## src/rtl/symtick_cmp_pkg.sv

```systemverilog
package symtick_cmp_pkg;

    localparam int unsigned REG_AW = 3;

    localparam logic [REG_AW-1:0] A_MODE = 3'd0;
    localparam logic [REG_AW-1:0] A_MASK = 3'd1;
    localparam logic [REG_AW-1:0] A_STAT = 3'd2;
    localparam int unsigned       A_CMP0 = 4;

    typedef enum logic {
        FLAG_IDLE = 1'b0,
        FLAG_PEND = 1'b1
    } flag_state_e;

endpackage

```

## src/rtl/cmp_target.sv

```systemverilog
module cmp_target #(
    parameter int unsigned CNT_W = 32,
    parameter int unsigned LEN_W = 16
) (
    input  logic [CNT_W-1:0] cnt_now,
    input  logic [CNT_W-1:0] cnt_prev,
    input  logic [CNT_W-1:0] cmp_val,
    input  logic [CNT_W-1:0] stamp,
    input  logic [LEN_W-1:0] blen,
    input  logic             rel,
    output logic             hit
);

    logic [CNT_W-1:0] target;
    logic             moved;
    logic             allowed;

    always_comb begin
        target  = rel ? (stamp + cmp_val) : cmp_val;
        moved   = (cnt_now != cnt_prev);
        allowed = !rel || (cmp_val > CNT_W'(blen));
        hit     = moved && allowed && (cnt_now == target);
    end

endmodule

```

## src/rtl/cmp_flag_fsm.sv

```systemverilog
module cmp_flag_fsm
    import symtick_cmp_pkg::*;
(
    input  logic clk,
    input  logic rst_n,
    input  logic hit,
    input  logic clr,
    output logic flag
);

    flag_state_e state_q;
    flag_state_e state_d;

    always_ff @(posedge clk or negedge rst_n) begin
        if (!rst_n) begin
            state_q <= FLAG_IDLE;
        end else begin
            state_q <= state_d;
        end
    end

    always_comb begin
        state_d = state_q;
        unique case (state_q)
            FLAG_IDLE: if (hit) state_d = FLAG_PEND;
            FLAG_PEND: if (clr && !hit) state_d = FLAG_IDLE;
        endcase
    end

    always_comb begin
        flag = (state_q == FLAG_PEND);
    end

endmodule

```

## src/rtl/cmp_regs.sv

```systemverilog
module cmp_regs
    import symtick_cmp_pkg::*;
#(
    parameter int unsigned NCH   = 3,
    parameter int unsigned CNT_W = 32
) (
    input  logic                      clk,
    input  logic                      rst_n,
    input  logic                      we,
    input  logic [REG_AW-1:0]         addr,
    input  logic [CNT_W-1:0]          wdata,
    input  logic [NCH-1:0]            status,
    output logic [NCH-1:0]            mode,
    output logic [NCH-1:0]            mask,
    output logic [NCH-1:0][CNT_W-1:0] cmp,
    output logic [CNT_W-1:0]          rdata
);

    always_ff @(posedge clk or negedge rst_n) begin
        if (!rst_n) begin
            mode <= '0;
            mask <= '0;
            cmp  <= '0;
        end else if (we) begin
            if (addr == A_MODE) mode <= wdata[NCH-1:0];
            if (addr == A_MASK) mask <= wdata[NCH-1:0];
            for (int i = 0; i < NCH; i++) begin
                if (addr == REG_AW'(A_CMP0 + i)) cmp[i] <= wdata;
            end
        end
    end

    always_comb begin
        rdata = '0;
        if (addr == A_MODE) rdata = {{(CNT_W-NCH){1'b0}}, mode};
        if (addr == A_MASK) rdata = {{(CNT_W-NCH){1'b0}}, mask};
        if (addr == A_STAT) rdata = {{(CNT_W-NCH){1'b0}}, status};
        for (int i = 0; i < NCH; i++) begin
            if (addr == REG_AW'(A_CMP0 + i)) rdata = cmp[i];
        end
    end

endmodule

```

## src/rtl/symtick_compare.sv

```systemverilog
module symtick_compare
    import symtick_cmp_pkg::*;
#(
    parameter int unsigned NCH   = 3,
    parameter int unsigned CNT_W = 32,
    parameter int unsigned LEN_W = 16
) (
    input  logic              clk,
    input  logic              rst_n,
    input  logic [CNT_W-1:0]  sym_cnt_i,
    input  logic [CNT_W-1:0]  bcn_stamp_i,
    input  logic [LEN_W-1:0]  bcn_len_i,
    input  logic              reg_we_i,
    input  logic [REG_AW-1:0] reg_addr_i,
    input  logic [CNT_W-1:0]  reg_wdata_i,
    output logic [CNT_W-1:0]  reg_rdata_o,
    input  logic [NCH-1:0]    irq_ack_i,
    output logic              irq_o
);

    logic [CNT_W-1:0]            cnt_q;
    logic [NCH-1:0]              mode_w;
    logic [NCH-1:0]              mask_w;
    logic [NCH-1:0][CNT_W-1:0]   cmp_w;
    logic [NCH-1:0]              hit_w;
    logic [NCH-1:0]              flag_w;
    logic [NCH-1:0]              clr_w;

    always_ff @(posedge clk or negedge rst_n) begin
        if (!rst_n) begin
            cnt_q <= '0;
        end else begin
            cnt_q <= sym_cnt_i;
        end
    end

    always_comb begin
        clr_w = irq_ack_i;
        if (reg_we_i && reg_addr_i == A_STAT) clr_w = clr_w | reg_wdata_i[NCH-1:0];
    end

    cmp_regs #(.NCH(NCH), .CNT_W(CNT_W)) u_regs (
        .clk    (clk),
        .rst_n  (rst_n),
        .we     (reg_we_i),
        .addr   (reg_addr_i),
        .wdata  (reg_wdata_i),
        .status (flag_w),
        .mode   (mode_w),
        .mask   (mask_w),
        .cmp    (cmp_w),
        .rdata  (reg_rdata_o)
    );

    for (genvar g = 0; g < NCH; g++) begin : g_ch
        cmp_target #(.CNT_W(CNT_W), .LEN_W(LEN_W)) u_tgt (
            .cnt_now  (sym_cnt_i),
            .cnt_prev (cnt_q),
            .cmp_val  (cmp_w[g]),
            .stamp    (bcn_stamp_i),
            .blen     (bcn_len_i),
            .rel      (mode_w[g]),
            .hit      (hit_w[g])
        );

        cmp_flag_fsm u_fsm (
            .clk   (clk),
            .rst_n (rst_n),
            .hit   (hit_w[g]),
            .clr   (clr_w[g]),
            .flag  (flag_w[g])
        );
    end

    always_comb begin
        irq_o = |(flag_w & mask_w);
    end

endmodule

```

## config.mk

```make
export PLATFORM = sky130hd
export DESIGN_NAME = symtick_compare
export DESIGN_NICKNAME = d
export VERILOG_FILES = /design/src/rtl/symtick_cmp_pkg.sv /design/src/rtl/cmp_target.sv /design/src/rtl/cmp_flag_fsm.sv /design/src/rtl/cmp_regs.sv /design/src/rtl/symtick_compare.sv
export SDC_FILE = /design/constraint.sdc
export NUM_CORES = 1
export LEC_CHECK = 0
export BUFFER_PORTS_ARGS = -buffer_cell sky130_fd_sc_hd__buf_4
export CAP_MARGIN = 20
export CORE_MARGIN = 1.5
export CORE_UTILIZATION = 40
export DETAILED_ROUTE_END_ITERATION = 7
export PLACE_DENSITY = 0.57
export SYNTH_ARGS = -nofsm -noshare
export SYNTH_HDL_FRONTEND = slang
export SYNTH_SLANG_ARGS = --single-unit
```

## constraint.sdc

```tcl
create_clock -name clk -period 4.5 [get_ports clk]
set_input_delay 0.225 -clock clk [delete_from_list [all_inputs] [get_ports clk]]
set_output_delay 0.225 -clock clk [all_outputs]
set_load 0.01 [all_outputs]
```

-- After elaboration in Yosys (flattened, before gate mapping)
Index checks and enable logic that the tools add are counted.
- register bits: 137
- input bits: 121
- output and inout bits: 33
- word-level logic and storage cells: 74
- $add $sub $neg: 3
- magnitude comparators: 3
- equal/unequal tests: 9
- muxes and demuxes: 19
- bitwise operators: 5
- reduce and logical (&&, ||, !) cells: 26
- operators with widths (kind ; number):
    two-way mux 32 bit ; 6
    adder 32 bit ; 3
    == test 32 bit ; 3
    greater-than comparator 32 x 16 -> 1 bit ; 3
    inequality test 32 bit ; 1
    two-way mux 3 bit ; 4
    logical AND 1 bit ; 10
    AND reduction 2 bit ; 5
    == test 3 bit, second input constant ; 3
    logical NOT 1 bit ; 6
    two-way mux 1 bit ; 6
    case mux 1 bit (2 select lines) ; 3
    AND 3 bit ; 1
    == test 3 x 1 -> 1 bit, second input constant ; 1
    == test 3 x 2 -> 1 bit, second input constant ; 1
    logical NOT 3 bit ; 1
    logical OR 1 bit ; 3
    NOT 1 bit ; 3
    bitwise OR 3 bit ; 1
    OR reduction 3 bit ; 1

-- Depth between registers and ports, before layout
Gate-level depths: netlist of run 1.
- depth in word-level cells: 8
- depth in mapped cells: 13
- mapped depth without buffers: 13

-- Hierarchy
Synthesis of run 1 repeated with hierarchy kept, for this count alone.
- cells, all modules: 1971
- area, all modules: 16647.2 µm²
- modules (own cells, without submodules) (module ; instances ; cells each ; area each (µm²) ; seq. area each (µm²)):
    cmp_regs ; 1 ; 371 ; 4797.1 ; 2552.4
    cmp_target at g_ch[0].u_tgt ; 1 ; 535 ; 3787.4 ; 0.0
    cmp_target at g_ch[2].u_tgt ; 1 ; 517 ; 3573.4 ; 0.0
    cmp_target at g_ch[1].u_tgt ; 1 ; 501 ; 3530.9 ; 0.0
    symtick_compare ; 1 ; 38 ; 849.6 ; 800.8
    cmp_flag_fsm ; 3 ; 3 ; 36.3 ; 25.0

-- Worst setup path after synthesis of run 1
No wires, ideal clock.
- path kind: register to register
- start: register u_regs.cmp[32] (netlist name)
- end: register g_ch[1].u_fsm.state_q
- setup time: 77 ps
- arrival: 3225 ps
- required time: 4423 ps
- path slack: 1198 ps
- stages on the path, launching flop included: 14
- path buffers: 0
- clock period less this slack: 3302 ps
- path through: dfrtp_1 ha_1 fa_1 a211oi_1 o211ai_1 a21oi_1 nor3_1 nand2_1 or4b_1 a2111oi_0 nand4_1 o41ai_2 o2111ai_1 o21ai_1
- cells in the longest elaborated chain, start to end: 8
- elaborated cells between the ends (all ways): 12
- classes of those cells: add/sub (1); order compare (1); eq/ne (1); mux (4); reduce/logical (5)
- RTL lines (what ; line ; text):
    start, declared ; cmp_regs.sv:15 ; output logic [NCH-1:0][CNT_W-1:0] cmp,
    start signal, assigned by index ; cmp_regs.sv:28 ; if (addr == REG_AW'(A_CMP0 + i)) cmp[i] <= wdata;
    adder 32 bit or greater-than comparator 32 x 16 -> 1 bit (tied branches) ; cmp_target.sv:19, cmp_target.sv:21 ;
    two-way mux 32 bit or logical OR 1 bit (tied branches) ; cmp_target.sv:19, cmp_target.sv:21 ;
    == test 32 bit or logical AND 1 bit (tied branches) ; cmp_target.sv:22 ; hit = moved && allowed && (cnt_now == target);
    logical AND 1 bit (*) ; cmp_target.sv:22 ;
    logical NOT 1 bit ; cmp_flag_fsm.sv:26 ; FLAG_PEND: if (clr && !hit) state_d = FLAG_IDLE;
    logical AND 1 bit ; cmp_flag_fsm.sv:26 ;
    two-way mux 1 bit ; cmp_flag_fsm.sv:26 ;
    case mux 1 bit (2 select lines) (*) ; cmp_flag_fsm.sv:24 ; unique case (state_q)
    via g_ch[1].u_fsm.state_d ; cmp_flag_fsm.sv:12 ; flag_state_e state_d;
    end signal, assigned ; cmp_flag_fsm.sv:18 ; state_q <= state_d;
    end, declared ; cmp_flag_fsm.sv:11 ; flag_state_e state_q;
Mark *: on every way through the listed nets, which the timed path passes. The rest lies on a longest branch.
A chain may end at the register's enable or synchronous reset.

-- Worst setup path after layout of run 1
- start: register u_regs.cmp[0] (netlist name)
- end: register g_ch[0].u_fsm.state_q
- cells in the longest elaborated chain, start to end: 8
- elaborated cells between the ends (all ways): 12
- classes of those cells: add/sub (1); order compare (1); eq/ne (1); mux (4); reduce/logical (5)
- RTL lines (what ; line):
    adder 32 bit or greater-than comparator 32 x 16 -> 1 bit (tied branches) ; cmp_target.sv:19, cmp_target.sv:21
    two-way mux 32 bit or logical OR 1 bit (tied branches) ; cmp_target.sv:19, cmp_target.sv:21
    == test 32 bit or logical AND 1 bit (tied branches) ; cmp_target.sv:22
    logical AND 1 bit (*) ; cmp_target.sv:22
    logical NOT 1 bit ; cmp_flag_fsm.sv:26
    logical AND 1 bit ; cmp_flag_fsm.sv:26
    two-way mux 1 bit ; cmp_flag_fsm.sv:26
    case mux 1 bit (2 select lines) (*) ; cmp_flag_fsm.sv:24
    via g_ch[0].u_fsm.state_d ; cmp_flag_fsm.sv:12
    end signal, assigned ; cmp_flag_fsm.sv:18
    end, declared ; cmp_flag_fsm.sv:11
Marked as above.

==> results of run 1 <==
==> path summary, 6_finish.rpt <==
| check | from | endpoint | slack, ps | cells past startpoint |
|---|---|---|---|---|
| worst min register to register | u_regs.mask[2] | u_regs.mask[2] | 550 | 1 |
| worst max register to register | u_regs.cmp[0] | g_ch[0].u_fsm.flag | 150 | 14 |
| worst max-delay path | u_regs.cmp[0] | g_ch[0].u_fsm.flag | 150 | 14 |
| min in group asynchronous | rst_n | u_regs.cmp[9] | 350 | 2 |
| max in group asynchronous | rst_n | cnt_q[30] | 3120 | 3 |
| worst min-delay path | sym_cnt_i[23] | cnt_q[23] | 20 | 1 |
==> power by group through the flow <==
stage          clock network [mW]  logic (mW)  registers [mW]
2_1_floorplan                   0        2.90            1.70
3_3_place_gp                    0        4.43            1.95
3_5_place_dp                    0        4.41            1.95
4_1_cts                      1.58        4.44            1.93
5_1_grt                      1.61        4.87            1.97
6_report                     1.57        4.55            1.97
==> routing by layer <==
layer	up-vias	GRT usage, %	routed length, um
met5	-	0	0
met2	783	59.5	33100
met4	0	15.1	3110
li1	7014	-	-
met1	7838	53.6	33500
met3	155	7.73	6630
==> timing repair <==
item	in CTS	in global routing
hold endpoints to repair	94	1
setup endpoints to repair	0	0
hold buffers	9	1
buffers inserted	0	0
==> metrics by stage <==
stage	area, um2	power (mW)
after floorplan	15300	4.60
after global placement	17200	6.38
after detailed placement	17200	6.37
after CTS	17900	7.95
after global routing	18000	8.45
final	18000	8.09
==> worst max-delay path: cells and delay by family (launching register included) <==
| kind | cells | cell delay [ps] |
|---|---|---|
| AND/OR/NAND/NOR | 2 | 350 |
| XOR/XNOR | 1 | 390 |
| buffers and inverters | 1 | 200 |
| AO/OA/AOI/OAI | 8 | 2250 |
| adder cells (fa/ha/maj) | 2 | 710 |
| flip-flops | 1 | 420 |
==> flip-flops by register name, indices dropped and copies added, names as in the netlist <==
name	flops
cnt_q	32
g_ch.u_fsm.flag	3
u_regs.cmp	96
u_regs.mask	3
u_regs.mode	3
==> cells by family (layout without fill, tap and decap cells) <==
| group | Yosys count | in the layout | share of synthesized area [%] |
|---|---|---|---|
| AO/OA/AOI/OAI | 477 | 477 | 20.6 |
| adder cells (fa/ha/maj) | 144 | 144 | 11.9 |
| buffers and inverters | 134 | 297 | 3.43 |
| flip-flops | 137 | 137 | 22.3 |
| multiplexers | 149 | 149 | 10.5 |
| AND/OR/NAND/NOR | 522 | 522 | 17.4 |
| XOR/XNOR | 241 | 241 | 13.8 |
==> cell type report <==
cell class | count | area [um2] | area share, %
inverter | 44 | 165 | 0.920
sequential | 137 | 3430 | 19.1
multi-input combinational | 1533 | 11400 | 63.5
clock buffer | 21 | 470 | 2.62
tap | 511 | 639 | 3.56
timing repair buffer | 222 | 1720 | 9.55
clock inverter | 10 | 143 | 0.794
==> layout by cell type (no fill, tap or decap), types with 39 or more instances in the layout <==
cell | synthesis | routed
buf_4 | 0 | 210
ha_1 | 141 | 141
a21oi_1 | 140 | 140
nand2_1 | 139 | 139
dfrtp_1 | 137 | 137
xnor2_1 | 127 | 127
xor2_1 | 114 | 114
o21ai_0 | 101 | 101
mux2_2 | 101 | 101
nor2_1 | 91 | 91
nand4_1 | 52 | 52
mux2i_1 | 48 | 48
inv_1 | 44 | 44
nor3_1 | 40 | 39
nor4_1 | 39 | 39
==> results.sh, run 1 <==
export IMPL_num_vias=15790
export IMPL_grt_pass1_wl_um=108000
export IMPL_pre_cts_ws_ps=275
export IMPL_yosysWarningCount=0
export IMPL_root_buffer="clkbuf_16"
export IMPL_viasPerCell=6.37
export IMPL_htree_levels=4
export IMPL_clockBufferDepth=2
export IMPL_ys_seq_elements=137
export IMPL_fin_util_pct=47.7
export IMPL_stdcell_count=2478
export IMPL_crit_slowest_cell="fa_1"
export IMPL_status="finished clean"
export IMPL_path_max_fanout=4
export IMPL_max_cap_violations=0
export IMPL_p_leak_nw=7.71
export IMPL_synth_top_flop_cell="dfrtp_1"
export IMPL_port_buffers=153
export IMPL_drive_gt1_share_pct=19.2
export IMPL_p_int_mw=4.16
export IMPL_drc_errors=0
export IMPL_max_freq_mhz=230
export IMPL_detailedPlacementHpwl_um=61600
export IMPL_overflow=0
export IMPL_swShare_pct=48.5
export IMPL_firstDrtPassIters=7
export IMPL_routedWlPerCell_um=30.8
export IMPL_cts_tree="yes"
export IMPL_slowest_delay_ps=480
export IMPL_path_clk_slew_ps=70
export IMPL_synth_edf_count=0
export IMPL_end_kind="flip-flop"
export IMPL_drt_antenna_violating_nets=0
export IMPL_antenna_cells=0
export IMPL_fill_cells=3765
export IMPL_cp_required_ps=4890
export IMPL_numClockSinks=137
export IMPL_worst_slack_ps=146
export IMPL_yosys_area_top_type_share_pct=22.3
export IMPL_setup_viol=0
export IMPL_cts_resized=0
export IMPL_area_delta_synth_final_pct=17.1
export IMPL_power_switching_mw=3.92
export IMPL_initial_core_util_pct=40.7
export IMPL_gp_congestion=0.986
export IMPL_io_pins=154
export IMPL_chipWidth_um=199
export IMPL_peakVddDrop_uv=292
export IMPL_hold_class="input port to flip-flop"
export IMPL_drt_initial_drc_count=1764
export IMPL_crit_path_start_kind="flip-flop"
export IMPL_skew_ps=25.4
export IMPL_wl_um=76300
export IMPL_yosysSeqAreaShare_pct=22.3
export IMPL_yosysUniqueCellTypes=89
export IMPL_syn_area_um2=15300
export IMPL_nets=2220
export IMPL_worstPathArrival_ps=4750
export IMPL_grt_start_max_net_pins=89
export IMPL_seqPwrFrac_pct=24.3
export IMPL_syn_nets=2069
export IMPL_rsz0062_at_grt="no"
export IMPL_finalCriticalPeriod_ps=4350
export IMPL_slew_headroom_pct=23.0
export IMPL_syn_inst=1804
export IMPL_pwr_share_comb_pct=56.2
export IMPL_synthArstFlopShare_pct=100
export IMPL_numCtsBuffers=17
export IMPL_period_share_pct=96.7
export IMPL_clkLatencyLatePin_ps=460
export IMPL_yosys_area_top_type="dfrtp_1"
export IMPL_synth_area_leaders="dfrtp_1 22%, ha_1 12%, mux2_2 7.4%"
export IMPL_grt_pass1_vias=15417
export IMPL_fp_dieH_um=199
export IMPL_path_class="flip-flop to flip-flop"
export IMPL_tns_ps=0
export IMPL_path_cells="ha_1 > fa_1 > a211oi_1 > o31ai_2 > xnor2_1 > o31a_1 > nand4_1 > a2111oi_0 > buf_4 > a41oi_1 > a31oi_1 > nand4b_1 > a2111oi_2 > a31o_1"
export IMPL_pwr_share_clk_pct=19.4
export IMPL_postSynthAreaPerCell_um2=8.50
export IMPL_dp_cells=2436
export IMPL_core_area_um2=37700
export IMPL_fin_hold_ws_ps=16.1
export IMPL_yosysMostFrequentCell="ha_1"
export IMPL_antenna_found_initial=1
export IMPL_grtUsageTotal_pct=38.9
export IMPL_synth_common_cells="141 x ha_1, 140 x a21oi_1, 139 x nand2_1"
export IMPL_max_slew_worst_pin_slew_ps=1140
export IMPL_die_area_um2=39500
export IMPL_pwr_density_cell_nw_per_um2=450
export IMPL_rows=71
export IMPL_hold_viol=0
export IMPL_slew_viol_final=0
Power figures use the tool's default switching activity.
==> run 2, diff against run 1 <==
--- a/config.mk
+++ b/config.mk
@@ -5,12 +5,15 @@
 export SDC_FILE = /design/constraint.sdc
 export NUM_CORES = 1
 export LEC_CHECK = 0
+export ABC_CLOCK_PERIOD_IN_PS = 4500
 export BUFFER_PORTS_ARGS = -buffer_cell sky130_fd_sc_hd__buf_4
 export CAP_MARGIN = 20
+export CELL_PAD_IN_SITES_DETAIL_PLACEMENT = 0
+export CELL_PAD_IN_SITES_GLOBAL_PLACEMENT = 1
 export CORE_MARGIN = 1.5
 export CORE_UTILIZATION = 40
 export DETAILED_ROUTE_END_ITERATION = 7
-export PLACE_DENSITY = 0.57
+export PLACE_DENSITY = 0.71
 export SYNTH_ARGS = -nofsm -noshare
 export SYNTH_HDL_FRONTEND = slang
 export SYNTH_SLANG_ARGS = --single-unit
==> results.sh, run 2 (synthesis results as in run 1) <==
export IMPL_clkLatencyLatePin_ps=460
export IMPL_numCtsBuffers=17
export IMPL_chipWidth_um=199
export IMPL_io_pins=154
export IMPL_path_class="flip-flop to flip-flop"
export IMPL_skew_ps=18.5
export IMPL_rsz0062_at_grt="no"
export IMPL_biggestRegsByFlops="u_regs.cmp x96, cnt_q x32"
export IMPL_firstDrtPassIters=6
export IMPL_overflow=0
export IMPL_fin_hold_ws_ps=11.5
export IMPL_final_common_cell="buf_4"
export IMPL_viasPerCell=6.31
export IMPL_gr_usage_met1_pct=51.5
export IMPL_pwr_density_cell_nw_per_um2=440
export IMPL_cts_tree="yes"
export IMPL_drt_antenna_violating_nets=0
export IMPL_use_met2_pct=57.8
export IMPL_grt_pass1_vias=15398
export IMPL_max_cap_violations=0
export IMPL_largest_register_ffs=96
export IMPL_htree_levels=4
export IMPL_root_buffer="clkbuf_16"
export IMPL_clockBufferDepth=2
export IMPL_slew_headroom_pct=33.6
export IMPL_mostFrequentLayoutCells="206 x buf_4, 141 x ha_1, 140 x a21oi_1"
export IMPL_grt_met3_usage_pct=9.02
export IMPL_crit_path_start_kind="flip-flop"
export IMPL_end_kind="flip-flop"
export IMPL_port_buffers=153
export IMPL_critPathLaunch="u_regs.cmp[75]"
export IMPL_r2r_slack_ps=400
export IMPL_numClockSinks=137
export IMPL_rr_startpoint="u_regs.cmp[75]"
export IMPL_slew_viol_final=0
export IMPL_status="finished clean"
export IMPL_fp_dieH_um=199
export IMPL_grtUsageTotal_pct=38.1
export IMPL_drive_gt1_share_pct=19.1
export IMPL_peakVddDrop_uv=295
export IMPL_p_leak_nw=7.67
export IMPL_hold_class="input port to flip-flop"
export IMPL_core_area_um2=37700
export IMPL_path_max_fanout=9
export IMPL_r2r_end="g_ch[2].u_fsm.flag"
export IMPL_max_slew_worst_pin_slew_ps=987
export IMPL_rows=71
export IMPL_tns_ps=0
export IMPL_initial_core_util_pct=40.7
export IMPL_largest_register="u_regs.cmp"
export IMPL_cts_resized=0
export IMPL_final_seq_area_um2=3430
export IMPL_area_delta_synth_final_pct=16.7
export IMPL_setup_viol=0
export IMPL_busiest_layer="met2"
export IMPL_period_share_pct=91.2
export IMPL_gp_congestion=1.03
export IMPL_routedWlPerCell_um=30.0
export IMPL_r2r_cells=12
export IMPL_drc_errors=0
export IMPL_antenna_found_initial=2
export IMPL_drt_initial_drc_count=1295
export IMPL_fin_util_pct=47.5
export IMPL_crit_path_end="g_ch[2].u_fsm.flag"
export IMPL_die_area_um2=39500
export IMPL_finalCriticalPeriod_ps=4100
export IMPL_wl_um=74500
export IMPL_num_vias=15634
export IMPL_multi_input_area_um2=11400
export IMPL_max_freq_mhz=244
export IMPL_nets=2218
export IMPL_worstPathArrival_ps=4480
export IMPL_total_power_mw=7.88
export IMPL_fill_cells=3877
export IMPL_path_clk_slew_ps=80
export IMPL_grt_pass1_wl_um=106000
export IMPL_grt_start_max_net_pins=60
export IMPL_cp_required_ps=4880
export IMPL_detailedPlacementHpwl_um=60400
export IMPL_postCtsSetupBuffers=0
export IMPL_hold_viol=0
[run 2: cell count changes in the layout (fill, tap and decap cells not counted), moves of 3 or more]
cell / previous run / this run
bufinv_16: 3 / 0
inv_6: 1 / 4
inv_8: 0 / 5
clkinv_4: 3 / 0
buf_4: 210 / 206
clkbuf_8: 3 / 0
[run 2: stage by stage]
step / instance area [um2] / setup slack (ps) / cells
after floorplan: 15300 / 1200 / 1804
after global placement: 17200 / 403 / 2432
after detailed placement: 17200 / 403 / 2433
after CTS: 17900 / 407 / 2476
after global routing: 17900 / 159 / 2477
final: 17900 / 396 / 2479
[run 2: how the worst min path moves through the flow]
| stage | start | endpoint | slack (ps) | cells past startpoint |
|---|---|---|---|---|
| 3_3_place_gp | rst_n | u_regs.cmp[68] | 240 | 1 |
| 3_5_place_dp | rst_n | u_regs.cmp[4] | 250 | 1 |
| 2_1_floorplan | rst_n | cnt_q[0] | -70 | 0 |
| 4_1_cts | sym_cnt_i[29] | cnt_q[29] | 2 | 1 |
| 6_report | reg_wdata_i[30] | u_regs.cmp[62] | 10 | 2 |
| 5_1_grt | sym_cnt_i[17] | cnt_q[17] | 1 | 1 |
[run 2: worst max-delay path: stages (launching register included)]
cell and delay, ps:
dfrtp_1 490, ha_1 460, a21oi_1 610, o21ai_0 190
a31oi_1 180, nand4_1 110, nor4_1 580, nand4_1 160
nor4_1 430, nand4b_1 170, o31ai_1 230, o2111ai_1 150
o31ai_1 250
[run 2: what timing repair did]
item,CTS,global route
hold buffers,11,0
endpoints found under the setup margin,0,0
hold endpoints to repair,67,0
[run 2: power breakdown]
part / internal [mW] / total (mW) / switching [mW]
Sequential: 1.44 / 1.93 / 0.490
Clock: 0.732 / 1.43 / 0.697
Combinational: 1.80 / 4.52 / 2.72
[run 2: final cells by class]
class	instances	share of cell area (%)
multi-input cells	1533	63.7
inverters	44	0.923
repair buffers	220	9.50
flip-flops and latches	137	19.2
well taps	511	3.57
clock inverters	14	0.741
clock buffers	18	2.40
diodes	2	0.0280
[run 2: layer usage]
layer,up-vias,wire length (um)
li1,6999,-
met5,-,56
met1,7723,31900
met3,142,6840
met4,4,3150
met2,766,32500
